===== config.mk =====
export PLATFORM = sky130hd
export DESIGN_NAME = serial_rx_core
export DESIGN_NICKNAME = d
export VERILOG_FILES = /design/src/rtl/serrx_pkg.sv /design/src/rtl/rx_sync.sv /design/src/rtl/rx_frame_fsm.sv /design/src/rtl/rx_status.sv /design/src/rtl/serial_rx_core.sv
export SDC_FILE = /design/constraint.sdc
export NUM_CORES = 1
export LEC_CHECK = 0
export ABC_AREA = 1
export BUFFER_PORTS_ARGS = -buffer_cell sky130_fd_sc_hd__buf_4
export CAP_MARGIN = 40
export CORE_MARGIN = 2
export CORE_UTILIZATION = 59
export DETAILED_ROUTE_END_ITERATION = 16
export PLACE_DENSITY = 0.81
export REMOVE_ABC_BUFFERS = 1
export SLEW_MARGIN = 0
export SYNTH_ARGS = -nofsm -noshare
export SYNTH_HDL_FRONTEND = slang
export SYNTH_SLANG_ARGS = --single-unit

===== constraint.sdc =====
create_clock -name clk -period 2.1 [get_ports clk]
set_clock_uncertainty 0.2 [all_clocks]
set_input_delay 0.21 -clock clk [delete_from_list [all_inputs] [get_ports clk]]
set_output_delay 0.21 -clock clk [all_outputs]
set_load 0.005 [all_outputs]

===== src/rtl/serrx_pkg.sv =====
package serrx_pkg;

    typedef enum logic [2:0] {
        RX_IDLE,
        RX_START,
        RX_DATA,
        RX_PAR,
        RX_STOP1,
        RX_STOP2,
        RX_RECOVER
    } rx_state_e;

    typedef enum logic {
        HOLD_EMPTY,
        HOLD_FULL
    } hold_state_e;

    typedef struct packed {
        logic [1:0] width;
        logic       par_en;
        logic       par_odd;
        logic       stop2;
    } rx_cfg_t;

endpackage


===== src/rtl/rx_sync.sv =====
module rx_sync #(
    parameter int   STAGES  = 2,
    parameter logic RST_VAL = 1'b1
) (
    input  logic clk,
    input  logic rst_n,
    input  logic d_i,
    output logic q_o
);
    logic [STAGES-1:0] chain;

    generate
        for (genvar g = 0; g < STAGES; g++) begin : g_stage
            if (g == 0) begin : g_first
                always_ff @(posedge clk or negedge rst_n) begin
                    if (!rst_n) chain[g] <= RST_VAL;
                    else        chain[g] <= d_i;
                end
            end else begin : g_next
                always_ff @(posedge clk or negedge rst_n) begin
                    if (!rst_n) chain[g] <= RST_VAL;
                    else        chain[g] <= chain[g-1];
                end
            end
        end
    endgenerate

    assign q_o = chain[STAGES-1];
endmodule


===== src/rtl/rx_frame_fsm.sv =====
module rx_frame_fsm
    import serrx_pkg::*;
#(
    parameter int OVS = 16,
    parameter int DW  = 8
) (
    input  logic          clk,
    input  logic          rst_n,
    input  logic          tick_i,
    input  logic          line_i,
    input  rx_cfg_t       cfg_i,
    output logic          done_o,
    output logic [DW-1:0] data_o,
    output logic          perr_o,
    output logic          ferr_o,
    output logic          brk_o
);
    localparam int CW   = $clog2(OVS);
    localparam int IW   = $clog2(DW);
    localparam int HALF = OVS / 2;
    localparam int MINB = DW - 3;

    rx_state_e      state, state_n;
    logic [CW-1:0]  cnt;
    logic [IW-1:0]  bit_idx;
    logic [DW-1:0]  shreg;
    logic           pbit;
    logic           all_low;
    rx_cfg_t        cfg_q;

    logic mid_hit, bit_end, last_bit, start_seen, fin;

    assign mid_hit    = tick_i && (cnt == CW'(HALF - 1));
    assign bit_end    = tick_i && (cnt == CW'(OVS - 1));
    assign last_bit   = (bit_idx == (IW'(MINB - 1) + IW'(cfg_q.width)));
    assign start_seen = (state == RX_IDLE) && tick_i && !line_i;
    assign fin        = ((state == RX_STOP1) && bit_end && (!line_i || !cfg_q.stop2))
                     || ((state == RX_STOP2) && bit_end);

    // state register
    always_ff @(posedge clk or negedge rst_n) begin
        if (!rst_n) state <= RX_IDLE;
        else        state <= state_n;
    end

    // next-state logic
    always_comb begin
        state_n = state;
        unique case (state)
            RX_IDLE:    if (start_seen) state_n = RX_START;
            RX_START:   if (mid_hit) state_n = line_i ? RX_IDLE : RX_DATA;
            RX_DATA:    if (bit_end && last_bit)
                            state_n = cfg_q.par_en ? RX_PAR : RX_STOP1;
            RX_PAR:     if (bit_end) state_n = RX_STOP1;
            RX_STOP1:   if (bit_end) begin
                            if (!line_i)          state_n = RX_RECOVER;
                            else if (cfg_q.stop2) state_n = RX_STOP2;
                            else                  state_n = RX_IDLE;
                        end
            RX_STOP2:   if (bit_end) state_n = line_i ? RX_IDLE : RX_RECOVER;
            RX_RECOVER: if (tick_i && line_i) state_n = RX_IDLE;
            default:    state_n = RX_IDLE;
        endcase
    end

    // bit timing and shift datapath
    always_ff @(posedge clk or negedge rst_n) begin
        if (!rst_n) begin
            cnt     <= '0;
            bit_idx <= '0;
            shreg   <= '0;
            pbit    <= 1'b0;
            all_low <= 1'b0;
            cfg_q   <= '0;
        end else begin
            if (state == RX_IDLE || state == RX_RECOVER) begin
                cnt <= '0;
            end else if (tick_i) begin
                if (((state == RX_START) && mid_hit) || bit_end) cnt <= '0;
                else                                            cnt <= cnt + 1'b1;
            end
            if (start_seen) begin
                bit_idx <= '0;
                shreg   <= '0;
                pbit    <= 1'b0;
                all_low <= 1'b1;
                cfg_q   <= cfg_i;
            end
            if ((state == RX_DATA) && bit_end) begin
                shreg[bit_idx] <= line_i;
                bit_idx        <= bit_idx + 1'b1;
                all_low        <= all_low & !line_i;
            end
            if ((state == RX_PAR) && bit_end) begin
                pbit    <= line_i;
                all_low <= all_low & !line_i;
            end
        end
    end

    // registered outputs
    always_ff @(posedge clk or negedge rst_n) begin
        if (!rst_n) begin
            done_o <= 1'b0;
            data_o <= '0;
            perr_o <= 1'b0;
            ferr_o <= 1'b0;
            brk_o  <= 1'b0;
        end else begin
            done_o <= fin;
            if (fin) begin
                data_o <= shreg;
                perr_o <= cfg_q.par_en && ((^shreg ^ pbit) != cfg_q.par_odd);
                ferr_o <= !line_i;
                brk_o  <= (state == RX_STOP1) && !line_i && all_low;
            end
        end
    end

    assert_glitch_idle_R2: assert property (@(posedge clk) disable iff (!rst_n)
        (state == RX_START && mid_hit && line_i) |=> (state == RX_IDLE));

    assert_done_pulse_R3: assert property (@(posedge clk) disable iff (!rst_n)
        done_o |=> !done_o);

    assert_no_parity_R4: assert property (@(posedge clk) disable iff (!rst_n)
        (fin && !cfg_q.par_en) |=> !perr_o);

    assert_recover_hold_R6: assert property (@(posedge clk) disable iff (!rst_n)
        (state == RX_RECOVER && !line_i) |=> (state == RX_RECOVER));

endmodule


===== src/rtl/rx_status.sv =====
module rx_status
    import serrx_pkg::*;
#(
    parameter int DW = 8
) (
    input  logic          clk,
    input  logic          rst_n,
    input  logic          done_i,
    input  logic [DW-1:0] data_i,
    input  logic          perr_i,
    input  logic          ferr_i,
    input  logic          brk_i,
    input  logic          rd_i,
    output logic [DW-1:0] data_o,
    output logic          ready_o,
    output logic          perr_o,
    output logic          ferr_o,
    output logic          brk_o,
    output logic          ovr_o
);
    hold_state_e hold, hold_n;

    always_ff @(posedge clk or negedge rst_n) begin
        if (!rst_n) hold <= HOLD_EMPTY;
        else        hold <= hold_n;
    end

    always_comb begin
        hold_n = hold;
        unique case (hold)
            HOLD_EMPTY: if (done_i) hold_n = HOLD_FULL;
            HOLD_FULL:  if (rd_i && !done_i) hold_n = HOLD_EMPTY;
            default:    hold_n = HOLD_EMPTY;
        endcase
    end

    assign ready_o = (hold == HOLD_FULL);

    always_ff @(posedge clk or negedge rst_n) begin
        if (!rst_n) begin
            data_o <= '0;
            perr_o <= 1'b0;
            ferr_o <= 1'b0;
            brk_o  <= 1'b0;
            ovr_o  <= 1'b0;
        end else if (done_i) begin
            data_o <= data_i;
            perr_o <= perr_i;
            ferr_o <= ferr_i;
            brk_o  <= brk_i;
            ovr_o  <= ready_o && !rd_i;
        end else if (rd_i) begin
            perr_o <= 1'b0;
            ferr_o <= 1'b0;
            brk_o  <= 1'b0;
            ovr_o  <= 1'b0;
        end
    end

    assert_overrun_set_R7: assert property (@(posedge clk) disable iff (!rst_n)
        (done_i && ready_o && !rd_i) |=> (ovr_o && ready_o));

    assert_read_clears_R8: assert property (@(posedge clk) disable iff (!rst_n)
        (rd_i && !done_i) |=> (!ready_o && !ovr_o && !perr_o && !ferr_o && !brk_o));

    assert_hold_stable_R1: assert property (@(posedge clk) disable iff (!rst_n)
        (!done_i && !rd_i) |=> ($stable(ready_o) && $stable(data_o)));

    assert_break_shape_R6: assert property (@(posedge clk) disable iff (!rst_n)
        brk_o |-> (ferr_o && data_o == '0));

endmodule


===== src/rtl/serial_rx_core.sv =====
module serial_rx_core
    import serrx_pkg::*;
#(
    parameter int OVS         = 16,
    parameter int DW          = 8,
    parameter int SYNC_STAGES = 2
) (
    input  logic          clk,
    input  logic          rst_n,
    input  logic          rx_line_i,
    input  logic          tick_i,
    input  logic [1:0]    width_sel_i,
    input  logic          par_en_i,
    input  logic          par_odd_i,
    input  logic          stop2_i,
    input  logic          rd_i,
    output logic [DW-1:0] data_o,
    output logic          ready_o,
    output logic          par_err_o,
    output logic          frm_err_o,
    output logic          brk_o,
    output logic          ovr_o
);
    logic          line_s;
    rx_cfg_t       cfg;
    logic          done;
    logic [DW-1:0] fdata;
    logic          fperr, fferr, fbrk;

    assign cfg = '{width: width_sel_i, par_en: par_en_i,
                   par_odd: par_odd_i, stop2: stop2_i};

    rx_sync #(.STAGES(SYNC_STAGES), .RST_VAL(1'b1)) u_sync (
        .clk   (clk),
        .rst_n (rst_n),
        .d_i   (rx_line_i),
        .q_o   (line_s)
    );

    rx_frame_fsm #(.OVS(OVS), .DW(DW)) u_fsm (
        .clk    (clk),
        .rst_n  (rst_n),
        .tick_i (tick_i),
        .line_i (line_s),
        .cfg_i  (cfg),
        .done_o (done),
        .data_o (fdata),
        .perr_o (fperr),
        .ferr_o (fferr),
        .brk_o  (fbrk)
    );

    rx_status #(.DW(DW)) u_stat (
        .clk     (clk),
        .rst_n   (rst_n),
        .done_i  (done),
        .data_i  (fdata),
        .perr_i  (fperr),
        .ferr_i  (fferr),
        .brk_i   (fbrk),
        .rd_i    (rd_i),
        .data_o  (data_o),
        .ready_o (ready_o),
        .perr_o  (par_err_o),
        .ferr_o  (frm_err_o),
        .brk_o   (brk_o),
        .ovr_o   (ovr_o)
    );
endmodule


==> impl_metrics.yaml, run 1 <==
outcome:
  outcome: "finished clean"
sta:
  worst_pin_slew_ns: 0.615
  setup_viol: 0
  rsz0062_at_grt: "false"
  layout_min_cycle_time_ns: 1.85
  finalSetupTns_ns: 0
  fmax_ghz: 0.541
  fin_crit_sh_pct: 88.1
  slew_headroom_pct: 59.0
  final_hold_viol_count: 0
  whs_ns: 0.0221
  drv_slew: 0
  setup_slack_ns: 0.250
die:
  num_rows: 23
  ioPinCount: 23
  start_util_pct: 62.6
  die_x_microns: 69.8
  dieHeight_microns: 69.8
  die_area_sq_mm: 0.00487
  core-area_sq_mm: 0.00409
setup_path:
  end_kind: "flop"
  r2r_slack_ns: 0.25
  worst_setup_path_start_kind: "flop"
  cp_max_fo: 19
  worstPathArrival_ns: 1.87
  worstPathRequired_ns: 2.12
  crit_type: "reg -> reg"
final_layout:
  fin_area_sq_mm: 0.00290
  diodes: 0
  finalNonFillerCells: 395
  nNetsFinal: 357
  drive_gt1_share_pct: 14.2
  final_util_pct: 70.9
  syn2layout_area_growth_pct: 13.3
clocking:
  cts.sinks: 52
  htreeDepth: 2
  cts-root-buf: "clkbuf_8"
  numCtsBuffers: 5
  clock_path_buffers: 2
  cts_tree: "done"
  clk_latency_ns: 0.30
  cts_setup_buffers: 0
  clkTransAtPathRegs_ns: 0.08
job:
  cap_viol_max_count: 0
global_route:
  grt_overflow: 0
  grt_pass1_vias: 2030
  grt_first_pass_wirelength_mm: 8.69
  antenna_found_initial: 0
  grtUsageTotal_pct: 21.7
  grt_max_degree: 53
worst_hold_path:
  hold_class: "in -> reg"
power_and_ir_drop:
  ir_drop_uv: 475
  intPower_mw: 1.50
  power_frac_comb_pct: 23.3
  leakagePower_nw: 1.52
  seqPwrFrac_pct: 53.3
  swShare_pct: 33.2
  p_switching_mw: 0.743
  power_frac_clock_pct: 23.4
  fin_total_pwr_mw: 2.24
  power.density_mw_per_mm2: 774
synth:
  yosysWarnings: 0
  synth_seq_area_share_pct: 51.0
  syn_avg_cell_area_sq_um: 8.11
  syn_inst: 315
  syn-cell-area_sq_mm: 0.00256
  synth_seq_cells: 52
  synth_cell_types: 27
place:
  hpwl_mm: 3.40
  placed_area_sq_mm: 0.00275
  port-buffer-count: 22
  place_congestion: 0.907
  dp_cells: 381
  dp_slack_ns: 0.193
route:
  ant_nets: 0
  routed_wl_mm: 4.74
  first_iter_violations: 175
  first_pass_iters: 4
  vias: 2060
  drcViolationCount: 0
  viasPerCell: 5.22
  routedWlPerCell_microns: 12.0
[flip-flops by register name, indices dropped and copies added, names as in the netlist, 3 cells and up]
name and count:
u_fsm.state 3, u_fsm.bit_idx 3, u_fsm.data_o 8, u_fsm.cnt 4, u_stat.data_o 8, u_fsm.shreg 8
u_fsm.cfg_q 5
[cells in the mapped netlist]
cell type / n / share of area (%)
a21boi_0: 1 / 0.29
a21oi_1: 3 / 0.59
buf_2: 1 / 0.20
buf_4: 1 / 0.29
buf_6: 2 / 0.88
clkbuf_1: 3 / 0.44
dfrtp_1: 50 / 49
dfstp_2: 2 / 2.1
ha_1: 2 / 0.98
inv_1: 30 / 4.4
inv_2: 2 / 0.29
nand2_1: 116 / 17
nand2_2: 2 / 0.49
nand2_4: 1 / 0.44
nand3_1: 36 / 7.0
nand4_1: 9 / 2.2
nor2_1: 11 / 1.6
nor2_4: 4 / 1.8
nor3_1: 1 / 0.20
nor3_4: 1 / 0.64
o21ai_0: 13 / 2.5
o21ai_1: 9 / 1.8
o21ai_2: 7 / 2.4
o21bai_1: 1 / 0.29
o22ai_1: 2 / 0.49
xnor2_1: 3 / 1.0
xor2_1: 2 / 0.69
[final timing paths]
kind / startpoint / depth (start not counted) / endpoint
setup / recovery: u_fsm.state[0] / 7 / u_fsm.brk_o
hold / removal: rd_i / 4 / u_stat.ready_o
setup reg to reg: u_fsm.state[0] / 7 / u_fsm.brk_o
hold reg to reg: u_sync.chain[0] / 0 / u_sync.q_o
max in group asynchronous: rst_n / 2 / u_fsm.bit_idx[2]
min in group asynchronous: rst_n / 2 / u_fsm.data_o[5]
[routing by layer]
layer / global-route usage [%] / up-vias / wire [microns]
met5: 0 / - / 0
met4: 7.91 / 0 / 108
met3: 4.07 / 12 / 170
met2: 36.5 / 41 / 2190
met1: 27.9 / 933 / 2270
li1: - / 1074 / -
[placed cells by master, fill, tap and decap left out, drive strengths merged, types with 2 or more instances in the layout]
master / netlist / routed
inv: 32 / 32
o22ai: 2 / 2
nand2: 119 / 119
nor2: 15 / 15
o21ai: 29 / 29
dfstp: 2 / 2
clkbuf: 3 / 6
ha: 2 / 2
nor3: 2 / 2
xnor2: 3 / 3
dlygate4sd3: 0 / 7
nand4: 9 / 9
buf: 4 / 23
xor2: 2 / 2
dfrtp: 50 / 50
a21oi: 3 / 3
nand3: 36 / 36
[cell families after synthesis]
family	share of synthesized area (%)
DFF	51.0
and+or+nand+nor	31.4
AOI/OAI and AO/OA	8.37
adders and majority gates	0.979
xor gates and xnor gates	1.71
buffers and inverters	6.51
[power by group through the flow]
stage               clock network [mW]  logic, mW  registers, mW
floorplan                            0      0.382           1.19
global placement                     0      0.492           1.21
detailed placement                   0      0.505           1.21
CTS                              0.537      0.518           1.19
global route                     0.589      0.604           1.21
finish                           0.523      0.522           1.20
[layout make-up]
cell class,instances,area [sq um]
flip-flops and latches,52,1300
fillers,337,1190
multi-input cells,224,1090
repair buffers,30,243
inverters,32,120
clock buffers,6,72.6
well taps,50,62.6
clock inverters,1,5.00
[worst max-delay path: stages (launching register included)]
cell,delay [ns]
dfrtp_1,0.52
nor2_4,0.18
nand2_1,0.09
o21ai_1,0.16
nand2_2,0.26
inv_2,0.17
nand4_1,0.08
o21ai_0,0.10
[what timing repair did]
item                                    CTS  global route
gates resized for setup                   0             1
endpoints found under the setup margin    0             3
hold buffers                              7             0
endpoints found under the hold margin    56             0
(Power assumes the default switching activity.)
==> inputs of run 2 (changes only) <==
--- a/config.mk
+++ b/config.mk
@@ -6,14 +6,15 @@
 export NUM_CORES = 1
 export LEC_CHECK = 0
 export ABC_AREA = 1
-export BUFFER_PORTS_ARGS = -buffer_cell sky130_fd_sc_hd__buf_4
 export CAP_MARGIN = 40
 export CORE_MARGIN = 2
-export CORE_UTILIZATION = 59
+export CORE_UTILIZATION = 60
 export DETAILED_ROUTE_END_ITERATION = 16
-export PLACE_DENSITY = 0.81
+export DONT_BUFFER_PORTS = 1
+export PLACE_DENSITY = 0.78
 export REMOVE_ABC_BUFFERS = 1
 export SLEW_MARGIN = 0
 export SYNTH_ARGS = -nofsm -noshare
 export SYNTH_HDL_FRONTEND = slang
+export SYNTH_HIERARCHICAL = 1
 export SYNTH_SLANG_ARGS = --single-unit
==> run 2 against run 1 <==
  * First-iteration DRC count is the same
  * Synthesized cell count shrank 2.5%
  * Sequential share of layout area increased by 1.8 points
  * Final cell count down 5.6%
  * Largest cell class unchanged
  * Highest routed layer unchanged
==> impl_metrics.yaml, run 2 <==
outcome:
  outcome: "finished clean"
clocking:
  clkTransAtPathRegs_ns: 0.10
  cts-root-buf: "clkbuf_8"
  numCtsBuffers: 5
  htreeDepth: 2
  clk_latency_ns: 0.31
  clock_path_buffers: 2
  cts_setup_buffers: 0
  cts.sinks: 52
  cts_tree: "done"
setup_path:
  worstPathRequired_ns: 2.16
  end_kind: "flop"
  cp_max_fo: 9
  slowest_stage: "dlygate4sd3_1"
  cp_common_cell: "nand2_1"
  crit_chain: "nor2_2 > nand4_2 > inv_2 > nand2_1 > nand2_1 > dlygate4sd3_1"
  worstPathArrival_ns: 2.01
  crit_type: "reg -> reg"
  worst_setup_path_start_kind: "flop"
  cpPeakStageDelay_ns: 0.53
final_layout:
  mostFrequentLayoutCells: "119 x nand2_1, 50 x dfrtp_1, 28 x nand3_1"
  final_common_cell: "nand2_1"
  syn2layout_area_growth_pct: 11.1
  top_regs: "u_fsm/data_o x8, u_fsm/shreg x8, u_stat/data_o x8"
  drive_gt1_share_pct: 9.29
  diodes: 0
  nNetsFinal: 334
power_and_ir_drop:
  power.density_mw_per_mm2: 881
  ir_drop_uv: 516
  leakagePower_nw: 1.43
  fin_total_pwr_mw: 2.45
die:
  num_rows: 23
  dieHeight_microns: 68.6
  start_util_pct: 62.7
  die_x_microns: 68.6
  die_area_sq_mm: 0.00471
  core-area_sq_mm: 0.00400
  ioPinCount: 23
route:
  viasPerCell: 5.29
  ant_nets: 0
  drcViolationCount: 0
  first_pass_iters: 4
  routed_wl_mm: 4.79
  first_iter_violations: 175
  vias: 1972
  routedWlPerCell_microns: 12.8
global_route:
  grt_max_degree: 53
  grt_pass1_vias: 1821
  grt_overflow: 0
  antenna_found_initial: 0
  grtUsageTotal_pct: 23.6
  grt_first_pass_wirelength_mm: 8.07
place:
  port-buffer-count: 0
  hpwl_mm: 3.32
  place_congestion: 0.860
sta:
  layout_min_cycle_time_ns: 1.95
  setup_viol: 0
  finalSetupTns_ns: 0
  slew_headroom_pct: 71.7
  worst_pin_slew_ns: 0.425
  fmax_ghz: 0.512
  final_hold_viol_count: 0
  rsz0062_at_grt: "false"
  fin_crit_sh_pct: 92.9
  drv_slew: 0
job:
  cap_viol_max_count: 0
synth:
  synthTopCellsByCount: "119 x nand2_1, 50 x dfrtp_1, 28 x inv_1, 28 x nand3_1, 17 x o21ai_0"
  yosysWarnings: 6
  syn-cell-area_sq_mm: 0.00251
  syn_avg_cell_area_sq_um: 8.17
  synth_cell_types: 32
  yosysTopAreaCellShare_pct: 49.9
  synth_largest_area_cell: "dfrtp_1"
  yosysMostFrequentCell: "nand2_1"
  synthArstFlopShare_pct: 100
  synth-edff-count: 0
  ys.flop_type: "dfrtp_1"
  synth_seq_area_share_pct: 52.0
  syn_inst: 307
  synth_seq_cells: 52
  yosys-top-cells-area: "dfrtp_1 50%, nand2_1 18%, nand3_1 5.6%, inv_1 4.2%, o21ai_0 3.4%"
worst_hold_path:
  hold_class: "in -> reg"
run 2: cells by family (layout without fill, tap and decap cells):
logic type | after synthesis | after routing | share of synthesized area, %
buffers and inverters | 37 | 53 | 6.74
muxes | 1 | 1 | 0.399
DFF | 52 | 52 | 52.0
and+or+nand+nor | 176 | 176 | 30.6
xor gates and xnor gates | 5 | 5 | 1.75
AOI/OAI and AO/OA | 34 | 34 | 7.54
adders and majority gates | 2 | 2 | 0.998
run 2: path summary, 6_finish.rpt:
check | to | slack, ns | cells after the start | from
max | u_fsm/cfg_q[0] | 0.15 | 6 | u_fsm/state[0]
min | u_fsm/cfg_q[4] | 0.03 | 4 | tick_i
max reg2reg | u_fsm/cfg_q[0] | 0.15 | 6 | u_fsm/state[0]
min reg2reg | u_sync/q_o | 0.17 | 0 | u_sync/chain[0]
max in group asynchronous | u_sync/chain[0] | 1.18 | 2 | rst_n
min in group asynchronous | u_fsm/shreg[3] | 0.25 | 2 | rst_n
run 2: layout make-up:
| class | count | area, sq um |
|---|---|---|
| clock buffer | 5 | 68.8 |
| clock inverter | 3 | 42.5 |
| fill | 310 | 1210 |
| inverter | 29 | 109 |
| multi-input combinational | 218 | 1030 |
| sequential | 52 | 1300 |
| tap | 50 | 62.6 |
| timing repair buffer | 16 | 165 |
run 2: per-layer routing:
layer,track usage (%),vias up,routed length [microns]
li1,-,1011,-
met1,30.0,905,2170
met2,38.8,46,2300
met3,5.19,10,212
met4,9.75,0,106
met5,0,-,0
run 2: timing repair:
| item | 4_1_cts | 5_1_grt |
|---|---|---|
| hold buffers | 11 | 0 |
| setup endpoints to repair | 0 | 1 |
| hold endpoints to repair | 67 | 0 |
| gates resized for setup | 0 | 1 |
run 2: power by group:
part	switching [mW]	internal [mW]	leakage, nW
sequential	0.0911	1.09	0.702
combinational	0.365	0.221	0.677
clock	0.332	0.353	0.0541
total	0.788	1.67	1.43
run 2: critical path, delay by kind of cell, from the launching register on:
kind | cells | cell delay, ns
and+or+nand+nor | 4 | 0.49
DFF | 1 | 0.50
buffers and inverters | 2 | 0.70
run 2: stage by stage:
| stage | setup slack [ns] | area (sq um) | utilization, % | std cells | hold slack, ns |
|---|---|---|---|---|---|
| after global placement | 0.415 | 2550 | 63.7 | 354 | -0.285 |
| after global routing | 0.0449 | 2790 | 69.7 | 373 | 0.0484 |
| after CTS | 0.0639 | 2790 | 69.7 | 373 | 0.0986 |
| final | 0.149 | 2790 | 69.7 | 373 | 0.0333 |
| after floorplan | 0.324 | 2450 | - | 299 | -0.286 |
| after detailed placement | 0.360 | 2550 | 63.7 | 354 | -0.284 |
==> inputs of run 3 (changes only) <==
--- a/config.mk
+++ b/config.mk
@@ -11,7 +11,7 @@
 export CORE_UTILIZATION = 60
 export DETAILED_ROUTE_END_ITERATION = 16
 export DONT_BUFFER_PORTS = 1
-export PLACE_DENSITY = 0.78
+export PLACE_DENSITY = 0.8
 export REMOVE_ABC_BUFFERS = 1
 export SLEW_MARGIN = 0
 export SYNTH_ARGS = -nofsm -noshare
==> run 3 against run 2 <==
  * Core utilization decreased by 0.53 points
  * Die area is the same
  * Largest cell class unchanged
  * Critical path depth increased by 3
  * Combinational power shrank 1%
  * Routed wire length shrank 2.5%
  * Clock power fell by 4.7%
  * Flip-flop and latch count unchanged
  * Worst hold slack improved by 0.13 ns
  * Critical path type unchanged
==> impl_metrics.yaml, run 3 (same netlist as run 2, synthesis figures left out) <==
outcome:
  outcome: "finished clean"
final_layout:
  nNetsFinal: 332
  top_regs: "u_fsm/data_o x8, u_fsm/shreg x8, u_stat/data_o x8"
  syn2layout_area_growth_pct: 10.3
  mostFrequentLayoutCells: "119 x nand2_1, 50 x dfrtp_1, 28 x inv_1, 28 x nand3_1, 17 x o21ai_0"
  final_common_cell: "nand2_1"
  drive_gt1_share_pct: 8.41
  fillers: 297
  diodes: 0
sta:
  drv_slew: 0
  worst_pin_slew_ns: 0.423
  fmax_ghz: 0.534
  final_hold_viol_count: 0
  setup_viol: 0
  whs_ns: 0.160
  finalSetupTns_ns: 0
  fin_crit_sh_pct: 89.2
  slew_headroom_pct: 71.8
  rsz0062_at_grt: "false"
  layout_min_cycle_time_ns: 1.87
route:
  first_iter_violations: 125
  viasPerCell: 5.26
  routedWlPerCell_microns: 12.6
  ant_nets: 0
  drcViolationCount: 0
  routed_wl_mm: 4.67
  vias: 1951
  first_pass_iters: 5
global_route:
  grt_pass1_vias: 1744
  grt_max_degree: 53
  grt_overflow: 0
  grt_first_pass_wirelength_mm: 7.40
  grtUsageTotal_pct: 21.5
  antenna_found_initial: 0
setup_path:
  slowest_stage: "dfrtp_1"
  crit_chain: "ha_1 > nand3_2 > inv_1 > nand2_1 > nor2_1 > nand2_1 > buf_4 > nand2_1 > nand2_1"
  cp_common_cell: "nand2_1"
  worstPathArrival_ns: 1.86
  worst_setup_path_start_kind: "flop"
  r2r-start: "u_fsm/cnt[0]"
  startpoint: "u_fsm/cnt[0]"
  critical_path.top_delay_family: "simple AND/OR/NAND/NOR gates"
  worstPathRequired_ns: 2.09
  critPathBufInv: 2
  cpPeakStageDelay_ns: 0.41
  crit_type: "reg -> reg"
  end_kind: "flop"
  cp_max_fo: 14
die:
  dieHeight_microns: 68.6
  num_rows: 23
  die_area_sq_mm: 0.00471
  die_x_microns: 68.6
  start_util_pct: 62.7
  ioPinCount: 23
  core-area_sq_mm: 0.00400
clocking:
  cts.sinks: 52
  clkTransAtPathRegs_ns: 0.09
  cts_tree: "done"
  clk_latency_ns: 0.30
  clock_path_buffers: 2
  cts-root-buf: "clkbuf_8"
  cts_setup_buffers: 0
  htreeDepth: 2
  numCtsBuffers: 5
power_and_ir_drop:
  ir_drop_uv: 712
  seqPwrFrac_pct: 49.0
  power_frac_clock_pct: 27.0
  leakagePower_nw: 1.43
  power_frac_comb_pct: 24.0
  power.density_mw_per_mm2: 874
  intPower_mw: 1.66
  fin_total_pwr_mw: 2.42
  p_switching_mw: 0.761
  swShare_pct: 31.5
place:
  place_congestion: 0.830
  port-buffer-count: 0
  hpwl_mm: 3.28
worst_hold_path:
  hold_start: "u_sync/chain[0]"
  hold_class: "reg -> reg"
job:
  cap_viol_max_count: 0
[run 3: stage by stage]
step	cell area (sq um)	setup WS (ns)	cells	utilization (%)
floorplan	2450	0.324	299	-
detailed placement	2540	0.318	353	63.5
global route	2770	0.0887	371	69.1
global placement	2540	0.391	353	63.5
finish	2770	0.228	371	69.1
CTS	2770	0.245	371	69.1
[run 3: final timing paths]
check                                   to  slack [ns]  cells past startpoint
hold / removal                  u_sync/q_o        0.16                      0
setup reg to reg           u_fsm/data_o[7]        0.23                      9
max in group asynchronous  u_sync/chain[0]        1.18                      2
hold reg to reg                 u_sync/q_o        0.16                      0
min in group asynchronous  u_fsm/data_o[7]        0.25                      2
setup / recovery           u_fsm/data_o[7]        0.23                      9
[run 3: power groups by stage]
stage | combinational, mW | clock (mW) | sequential [mW]
finish | 0.579 | 0.653 | 1.18
global route | 0.653 | 0.700 | 1.20
CTS | 0.577 | 0.665 | 1.18
detailed placement | 0.529 | 0 | 1.20
global placement | 0.518 | 0 | 1.20
floorplan | 0.411 | 0 | 1.19
[run 3: cell type report]
cell class,instances,area [sq um],share of cell area [%]
sequential,52,1300,47.1
multi-input combinational,218,1030,37.4
timing repair buffer,14,148,5.34
inverter,29,109,3.94
clock buffer,6,72.6,2.62
tap,50,62.6,2.26
clock inverter,2,35.0,1.27
[run 3: what timing repair did]
action	in CTS	in global routing
hold endpoints to repair	66	0
gates resized for setup	0	0
hold buffers	10	0
[run 3: layer usage]
metal  track usage [%]  vias up  wire [microns]
met5                 0        -               0
met4              9.75        0              74
met3              4.71        9             204
met2              35.7       57            2190
met1              26.8      885            2200
li1                  -     1000               -
